--- src/rtl/dbd_pkg.sv ---
package dbd_pkg;

  localparam int unsigned DBD_NCH = 4;
  localparam int unsigned DBD_CW  = 16;

  // Classification of a channel write at the moment it is accepted.
  typedef enum logic [1:0] {
    WK_NONE  = 2'd0,
    WK_IMM   = 2'd1,
    WK_DEFER = 2'd2
  } wr_kind_e;

  // A write is dropped while a reset is in effect; otherwise the synchronized
  // load level decides whether it goes through to the latch at once.
  function automatic wr_kind_e classify_write(input logic valid,
                                              input logic blocked,
                                              input logic load_lvl_n);
    if (!valid || blocked) return WK_NONE;
    if (!load_lvl_n)       return WK_IMM;
    return WK_DEFER;
  endfunction

  // Next latch value given the write and load situation of one channel.
  function automatic logic [DBD_CW-1:0] next_latch(input wr_kind_e   kind,
                                                   input logic       hit,
                                                   input logic       load,
                                                   input logic       pending,
                                                   input logic [DBD_CW-1:0] code,
                                                   input logic [DBD_CW-1:0] inreg,
                                                   input logic [DBD_CW-1:0] latch);
    if (hit && kind == WK_IMM) return code;
    if (load && pending)       return inreg;
    return latch;
  endfunction

  // Next pending flag of one channel.
  function automatic logic next_pending(input wr_kind_e kind,
                                        input logic     hit,
                                        input logic     load,
                                        input logic     pending);
    if (hit && kind == WK_DEFER) return 1'b1;
    if (hit && kind == WK_IMM)   return 1'b0;
    if (load)                    return 1'b0;
    return pending;
  endfunction

endpackage

--- src/rtl/dbd_load_sync.sv ---
module dbd_load_sync (
  input  logic clk,
  input  logic rst_n,
  input  logic pin_n,
  output logic lvl_n_o,
  output logic fall_o
);
  logic meta_q;
  logic sync_q;
  logic prev_q;

  always_ff @(posedge clk or negedge rst_n) begin
    if (!rst_n) begin
      meta_q <= 1'b1;
      sync_q <= 1'b1;
      prev_q <= 1'b1;
    end else begin
      meta_q <= pin_n;
      sync_q <= meta_q;
      prev_q <= sync_q;
    end
  end

  assign lvl_n_o = sync_q;
  assign fall_o  = prev_q & ~sync_q;

  // a detected edge is a single-cycle pulse
  p_fall_pulse_r12: assert property (@(posedge clk) disable iff (!rst_n)
    fall_o |=> !fall_o);

  // the synchronized level lags the pin by two flops
  p_sync_lag_r12: assert property (@(posedge clk) disable iff (!rst_n)
    ($past(pin_n) == 1'b0 && pin_n == 1'b0) |=> !lvl_n_o);

endmodule

--- src/rtl/dbd_cmd_ctl.sv ---
module dbd_cmd_ctl #(
  parameter int unsigned NCH = 4
) (
  input  logic           clk,
  input  logic           rst_n,
  input  logic           cmd_wr,
  input  logic           cmd_load_bit,
  input  logic           cmd_reset_bit,
  input  logic [NCH-1:0] cmd_gain,
  output logic           load_cmd_o,
  output logic           soft_rst_o,
  output logic [NCH-1:0] gain_o
);
  localparam logic [NCH-1:0] GAIN_DEFAULT = '1;

  logic           soft_q;
  logic [NCH-1:0] gain_q;

  always_ff @(posedge clk or negedge rst_n) begin
    if (!rst_n) begin
      soft_q <= 1'b0;
      gain_q <= GAIN_DEFAULT;
    end else begin
      soft_q <= cmd_wr & cmd_reset_bit & ~soft_q;
      if (soft_q)                       gain_q <= GAIN_DEFAULT;
      else if (cmd_wr && !cmd_reset_bit) gain_q <= cmd_gain;
    end
  end

  assign load_cmd_o = cmd_wr & cmd_load_bit & ~soft_q;
  assign soft_rst_o = soft_q;
  assign gain_o     = gain_q;

  // the reset bit clears itself after one cycle
  p_soft_selfclear_r9: assert property (@(posedge clk) disable iff (!rst_n)
    soft_q |=> !soft_q);

  // gain bits return to all ones after a software reset
  p_gain_default_r10: assert property (@(posedge clk) disable iff (!rst_n)
    soft_q |=> (gain_q == GAIN_DEFAULT));

endmodule

--- src/rtl/dbd_channel.sv ---
module dbd_channel
  import dbd_pkg::*;
(
  input  logic              clk,
  input  logic              rst_n,
  input  logic              clr,
  input  wr_kind_e          kind,
  input  logic              hit,
  input  logic              load,
  input  logic [DBD_CW-1:0] code,
  output logic [DBD_CW-1:0] latch_o,
  output logic              pending_o
);
  logic [DBD_CW-1:0] inreg_q;
  logic [DBD_CW-1:0] latch_q;
  logic              pend_q;
  logic              wr_here;

  assign wr_here = hit && (kind != WK_NONE);

  always_ff @(posedge clk or negedge rst_n) begin
    if (!rst_n) begin
      inreg_q <= '0;
      latch_q <= '0;
      pend_q  <= 1'b0;
    end else if (clr) begin
      inreg_q <= '0;
      latch_q <= '0;
      pend_q  <= 1'b0;
    end else begin
      if (wr_here) inreg_q <= code;
      latch_q <= next_latch(kind, hit, load, pend_q, code, inreg_q, latch_q);
      pend_q  <= next_pending(kind, hit, load, pend_q);
    end
  end

  assign latch_o   = latch_q;
  assign pending_o = pend_q;

  // immediate write reaches the latch on the next cycle
  p_imm_write_r3: assert property (@(posedge clk) disable iff (!rst_n)
    (hit && kind == WK_IMM && !clr) |=> (latch_q == $past(code)));

  // deferred write without a load leaves the latch alone
  p_defer_hold_r4: assert property (@(posedge clk) disable iff (!rst_n)
    (hit && kind == WK_DEFER && !load && !clr) |=> $stable(latch_q));

  // a load on a clean channel leaves its latch alone
  p_clean_keep_r6: assert property (@(posedge clk) disable iff (!rst_n)
    (load && !pend_q && !wr_here && !clr) |=> $stable(latch_q));

  // a deferred write concurrent with a load stays pending
  p_pending_kept_r11: assert property (@(posedge clk) disable iff (!rst_n)
    (hit && kind == WK_DEFER && !clr) |=> pend_q);

  // a clear empties the channel
  p_clear_r9: assert property (@(posedge clk) disable iff (!rst_n)
    clr |=> (latch_q == '0 && !pend_q));

endmodule

--- src/rtl/dbd_dac_core.sv ---
module dbd_dac_core
  import dbd_pkg::*;
#(
  parameter int unsigned NCH = DBD_NCH,
  parameter int unsigned CW  = DBD_CW,
  localparam int unsigned AW = (NCH > 1) ? $clog2(NCH) : 1
) (
  input  logic              clk,
  input  logic              rst_n,
  input  logic              load_n,
  input  logic              wr_valid,
  input  logic [AW-1:0]     wr_chan,
  input  logic [CW-1:0]     wr_code,
  input  logic              cmd_wr,
  input  logic              cmd_load_bit,
  input  logic              cmd_reset_bit,
  input  logic [NCH-1:0]    cmd_gain,
  output logic [NCH*CW-1:0] dac_code,
  output logic [NCH-1:0]    gain_sel,
  output logic              rst_busy
);
  // Named internal events, brought out for the assertions.
  logic     load_lvl_n;
  logic     pin_fall;
  logic     load_cmd;
  logic     soft_rst;
  logic     load_evt;
  wr_kind_e wr_kind;
  logic [NCH-1:0] chan_pending;

  dbd_load_sync u_sync (
    .clk     (clk),
    .rst_n   (rst_n),
    .pin_n   (load_n),
    .lvl_n_o (load_lvl_n),
    .fall_o  (pin_fall)
  );

  dbd_cmd_ctl #(.NCH(NCH)) u_cmd (
    .clk           (clk),
    .rst_n         (rst_n),
    .cmd_wr        (cmd_wr),
    .cmd_load_bit  (cmd_load_bit),
    .cmd_reset_bit (cmd_reset_bit),
    .cmd_gain      (cmd_gain),
    .load_cmd_o    (load_cmd),
    .soft_rst_o    (soft_rst),
    .gain_o        (gain_sel)
  );

  assign wr_kind  = classify_write(wr_valid, soft_rst, load_lvl_n);
  assign load_evt = (pin_fall | load_cmd) & ~soft_rst;
  assign rst_busy = soft_rst;

  for (genvar gi = 0; gi < NCH; gi++) begin : g_chan
    logic hit;
    assign hit = (wr_chan == AW'(gi));
    dbd_channel u_ch (
      .clk       (clk),
      .rst_n     (rst_n),
      .clr       (soft_rst),
      .kind      (wr_kind),
      .hit       (hit),
      .load      (load_evt),
      .code      (wr_code),
      .latch_o   (dac_code[gi*CW +: CW]),
      .pending_o (chan_pending[gi])
    );
  end

  // at most one channel gains a pending write per cycle
  p_one_pending_r2: assert property (@(posedge clk) disable iff (!rst_n)
    ($countones(chan_pending & ~$past(chan_pending)) <= 1));

  // after a load event only concurrently written channels stay pending
  p_load_flush_r5: assert property (@(posedge clk) disable iff (!rst_n)
    (load_evt && wr_kind == WK_NONE) |=> (chan_pending == '0));

  // writes are blocked while the software reset is in effect
  p_block_soft_r9: assert property (@(posedge clk) disable iff (!rst_n)
    soft_rst |-> (wr_kind == WK_NONE));

endmodule

--- config.mk ---
export PLATFORM = sky130hd
export DESIGN_NAME = dbd_dac_core
export DESIGN_NICKNAME = d
export VERILOG_FILES = /design/src/rtl/dbd_pkg.sv /design/src/rtl/dbd_load_sync.sv /design/src/rtl/dbd_cmd_ctl.sv /design/src/rtl/dbd_channel.sv /design/src/rtl/dbd_dac_core.sv
export SDC_FILE = /design/constraint.sdc
export NUM_CORES = 1
export LEC_CHECK = 0
export BUFFER_PORTS_ARGS = -buffer_cell sky130_fd_sc_hd__buf_2
export CORE_UTILIZATION = 51
export CTS_CLUSTER_SIZE = 24
export DETAILED_ROUTE_END_ITERATION = 10
export PLACE_DENSITY = 0.76
export SYNTH_ARGS = -nofsm -noshare
export SYNTH_HDL_FRONTEND = slang
export SYNTH_SLANG_ARGS = --single-unit
--- constraint.sdc ---
create_clock -name clk -period 1.8 [get_ports clk]
set_clock_uncertainty 0.1 [all_clocks]
set_input_delay 0.36 -clock clk [delete_from_list [all_inputs] [get_ports clk]]
set_output_delay 0.36 -clock clk [all_outputs]
set_load 0.05 [all_outputs]
==> flow_metrics.tcl <==
set metrics [dict create \
    drive_above_1_share 0.250 \
    synthMuxAreaShare 0.0347 \
    p_sw_frac 0.317 \
    async_flop_share 1.00 \
    ys_ff_latch 140 \
    synth_compound_area_frac 0.139 \
    ant_nets 0 \
    synth_top_family_by_area "simple AND/OR/NAND/NOR gates" \
    io_pins 98 \
    synthCells 689 \
    clock-sinks 140 \
    grt_pass1_vias 5279 \
    holdWs_ns 0.0693 \
    finish.instance_area_um2 7970 \
    synth_simple_gate_area_frac 0.225 \
    coreArea_um2 12100 \
    hpwl_mm 10.5 \
    synth_nets 718 \
    avgViaCountPerCell 5.67 \
    p_leak_nw 3.75 \
    drc_errors 0 \
    slew_headroom 0.678 \
    synth-edff-count 0 \
    die_height_um 114 \
    final_core_util 0.661 \
    wire_per_inst_um 17.5 \
    gp_congestion 0.830 \
    dp.cells 920 \
    antenna_found_initial 0 \
    cp_max_fo 8 \
    synthFlopType "dfrtp_1" \
    seq_power_share 0.415 \
    syn_to_final_growth_pct 25.5 \
    fin_cells 956 \
    cts_made_buffers 17 \
    critPathArrivalTime_ns 2.02 \
    ys_warn_count 0 \
    worst_pin_slew_ns 0.483 \
    synth_fa_ha_area_frac 0 \
    place_area_um2 7160 \
    min_period_over_period 1.00 \
    required_ns 2.01 \
    timing.final.ws_setup_ns -0.00366 \
    combPwrFrac 0.198 \
    cts_buffer_depth 2 \
    vdd_drop_max_v 0.000640 \
    start_util 0.527 \
    first_iter_violations 490 \
    finalSetupViolCount 1 \
    dp_slack_ns 0.0108 \
    ys_seq_area_frac 0.553 \
    switching_power_mw 2.83 \
    clock_power_share 0.387 \
    path_class "reg -> reg" \
    avgSynthCellArea_um2 9.22 \
    cts-root-buf "clkbuf_16" \
    syn_area_um2 6350 \
    first_pass_iters 5 \
    cts_tree "built" \
    path_clk_slew_ns 0.06 \
    die_width_um 114 \
    internal-power_mw 6.09 \
    pwr_density_cell_nw_per_um2 1120 \
    via_count 5424 \
    maxSlewViolCount 0 \
    rows 40 \
    drv_cap 0 \
    cp-end-kind "flip-flop" \
    violations "setup timing" \
    grt_max_degree 39 \
    htree_num_levels 4 \
    portBuffers 97 \
    antenna_cells 0 \
    track_usage 0.266 \
    gr-total-overflow 0 \
    fmax_mhz 554 \
    outcome "finished with violations" \
    hp-class "in -> reg" \
    fin_nets 804 \
    grt_pass1_wl_mm 26.2 \
    start_kind "flip-flop" \
    synth-xor-area-share 0 \
    hold_viol_final 0 \
    routed_wl_mm 16.7 \
    die-area_um2 12900 \
    insertion_delay_ns 0.41 \
    rsz0062_at_grt "true" \
    synthDistinctLibCells 27 \
    period_minus_slack_ns 1.80 \
]
[layer usage]
metal | routed length [µm] | vias to the layer above | part of all wire | track usage
met5 | 0 | - | 0 | 0
met4 | 554 | 0 | 0.033 | 0.120
met3 | 857 | 43 | 0.051 | 0.0547
met2 | 8000 | 203 | 0.48 | 0.418
met1 | 7270 | 2691 | 0.44 | 0.357
li1 | - | 2487 | - | -
[cell usage after synthesis, types with 3 or more instances]
master / n / area share
nand2b_1: 34 / 0.033
clkbuf_1: 28 / 0.017
mux2i_1: 22 / 0.035
nor2_1: 68 / 0.040
nor2b_1: 7 / 0.0069
a21boi_2: 3 / 0.0053
a311oi_1: 48 / 0.066
clkbuf_2: 5 / 0.0039
nand2_1: 207 / 0.12
o21ai_0: 31 / 0.024
a21oi_1: 24 / 0.019
dfstp_2: 7 / 0.029
nand3b_1: 11 / 0.013
buf_2: 28 / 0.022
a211oi_1: 16 / 0.019
and2_1: 3 / 0.0030
dfrtp_1: 133 / 0.52
[per-stage QoR]
| stage | TNS [ns] | total power, mW |
|---|---|---|
| 4_1_cts | 0 | 8.90 |
| 3_3_place_gp | 0 | 5.38 |
| 3_5_place_dp | 0 | 5.44 |
| 6_report | -0.00366 | 8.92 |
| 2_1_floorplan | 0 | 4.92 |
| 5_1_grt | -0.135 | 9.25 |
[area by class of cell]
class / count / area [µm²]
clock buffers: 20 / 447
clock inverters: 12 / 141
fillers: 903 / 4090
multi-input cells: 484 / 2680
flip-flops and latches: 140 / 3520
well taps: 168 / 210
repair buffers: 132 / 978
[worst max-delay path, cell delays in order, from the launching register on]
cell and delay [ns]:
dfrtp_4 0.53, buf_6 0.14, nor2b_4 0.12, a21boi_4 0.27, clkbuf_16 0.19, nand2_1 0.07, a311oi_2 0.27
[timing repair]
item                                    4_1_cts  5_1_grt
hold buffers                                  2        0
pin swaps                                     0       12
endpoints found under the setup margin        1       46
gates cloned                                  0        1
buffers inserted                              1        0
resized for setup                             4       29
endpoints found under the hold margin        30        0
[registers in the layout, indices dropped and copies added, names as in the netlist]
name                   cells
u_cmd.soft_rst_o           1
u_sync.prev_q              1
g_chan.u_ch.inreg_q       64
g_chan.u_ch.pending_o      4
u_sync.meta_q              1
u_sync.lvl_n_o             1
g_chan.u_ch.latch_o       64
u_cmd.gain_o               4
[power by group through the flow]
| stage | sequential (mW) | combinational, mW | clock [mW] |
|---|---|---|---|
| after detailed placement | 3.75 | 1.69 | 0 |
| after global routing | 3.73 | 1.88 | 3.64 |
| after floorplan | 4.38 | 0.532 | 0 |
| after CTS | 3.70 | 1.71 | 3.50 |
| after global placement | 3.74 | 1.65 | 0 |
| final | 3.70 | 1.76 | 3.45 |
[cells in the final DEF, fill, tap and decap left out, drive strengths merged]
master         n
mux2i         22
buf          129
nor2          68
a211oi        16
nor2b          7
dfstp          7
bufinv         2
clkinvlp       5
dlygate4sd3    2
inv            2
nor3b          1
nand3b        11
o21ai         35
a21oi         24
clkbuf        21
nand3          2
a311oi        48
nand2        207
dfrtp        133
and2           4
a21boi         3
or3            1
nand2b        34
clkinv         3
and3           1
[final timing paths]
check / start / end / slack [ns] / cells past startpoint
worst max-delay path: u_cmd.soft_rst_o / g_chan[2].u_ch.latch_o[5] / -0.004 / 6
worst min register to register: u_sync.meta_q / u_sync.lvl_n_o / 0.26 / 0
worst max register to register: u_cmd.soft_rst_o / g_chan[2].u_ch.latch_o[5] / -0.004 / 6
min in group asynchronous: rst_n / g_chan[3].u_ch.latch_o[3] / 0.31 / 2
worst min-delay path: cmd_gain[0] / u_cmd.gain_o[0] / 0.07 / 3
max in group asynchronous: rst_n / g_chan[1].u_ch.latch_o[1] / 0.70 / 3
[kinds of logic after synthesis]
group                  count (synthesis)
AOI/OAI and AO/OA                    126
buffers and inverters                 65
DFF                                  140
muxes                                 22
and+or+nand+nor                      336
No activity file was read; power rests on OpenSTA's default activity.
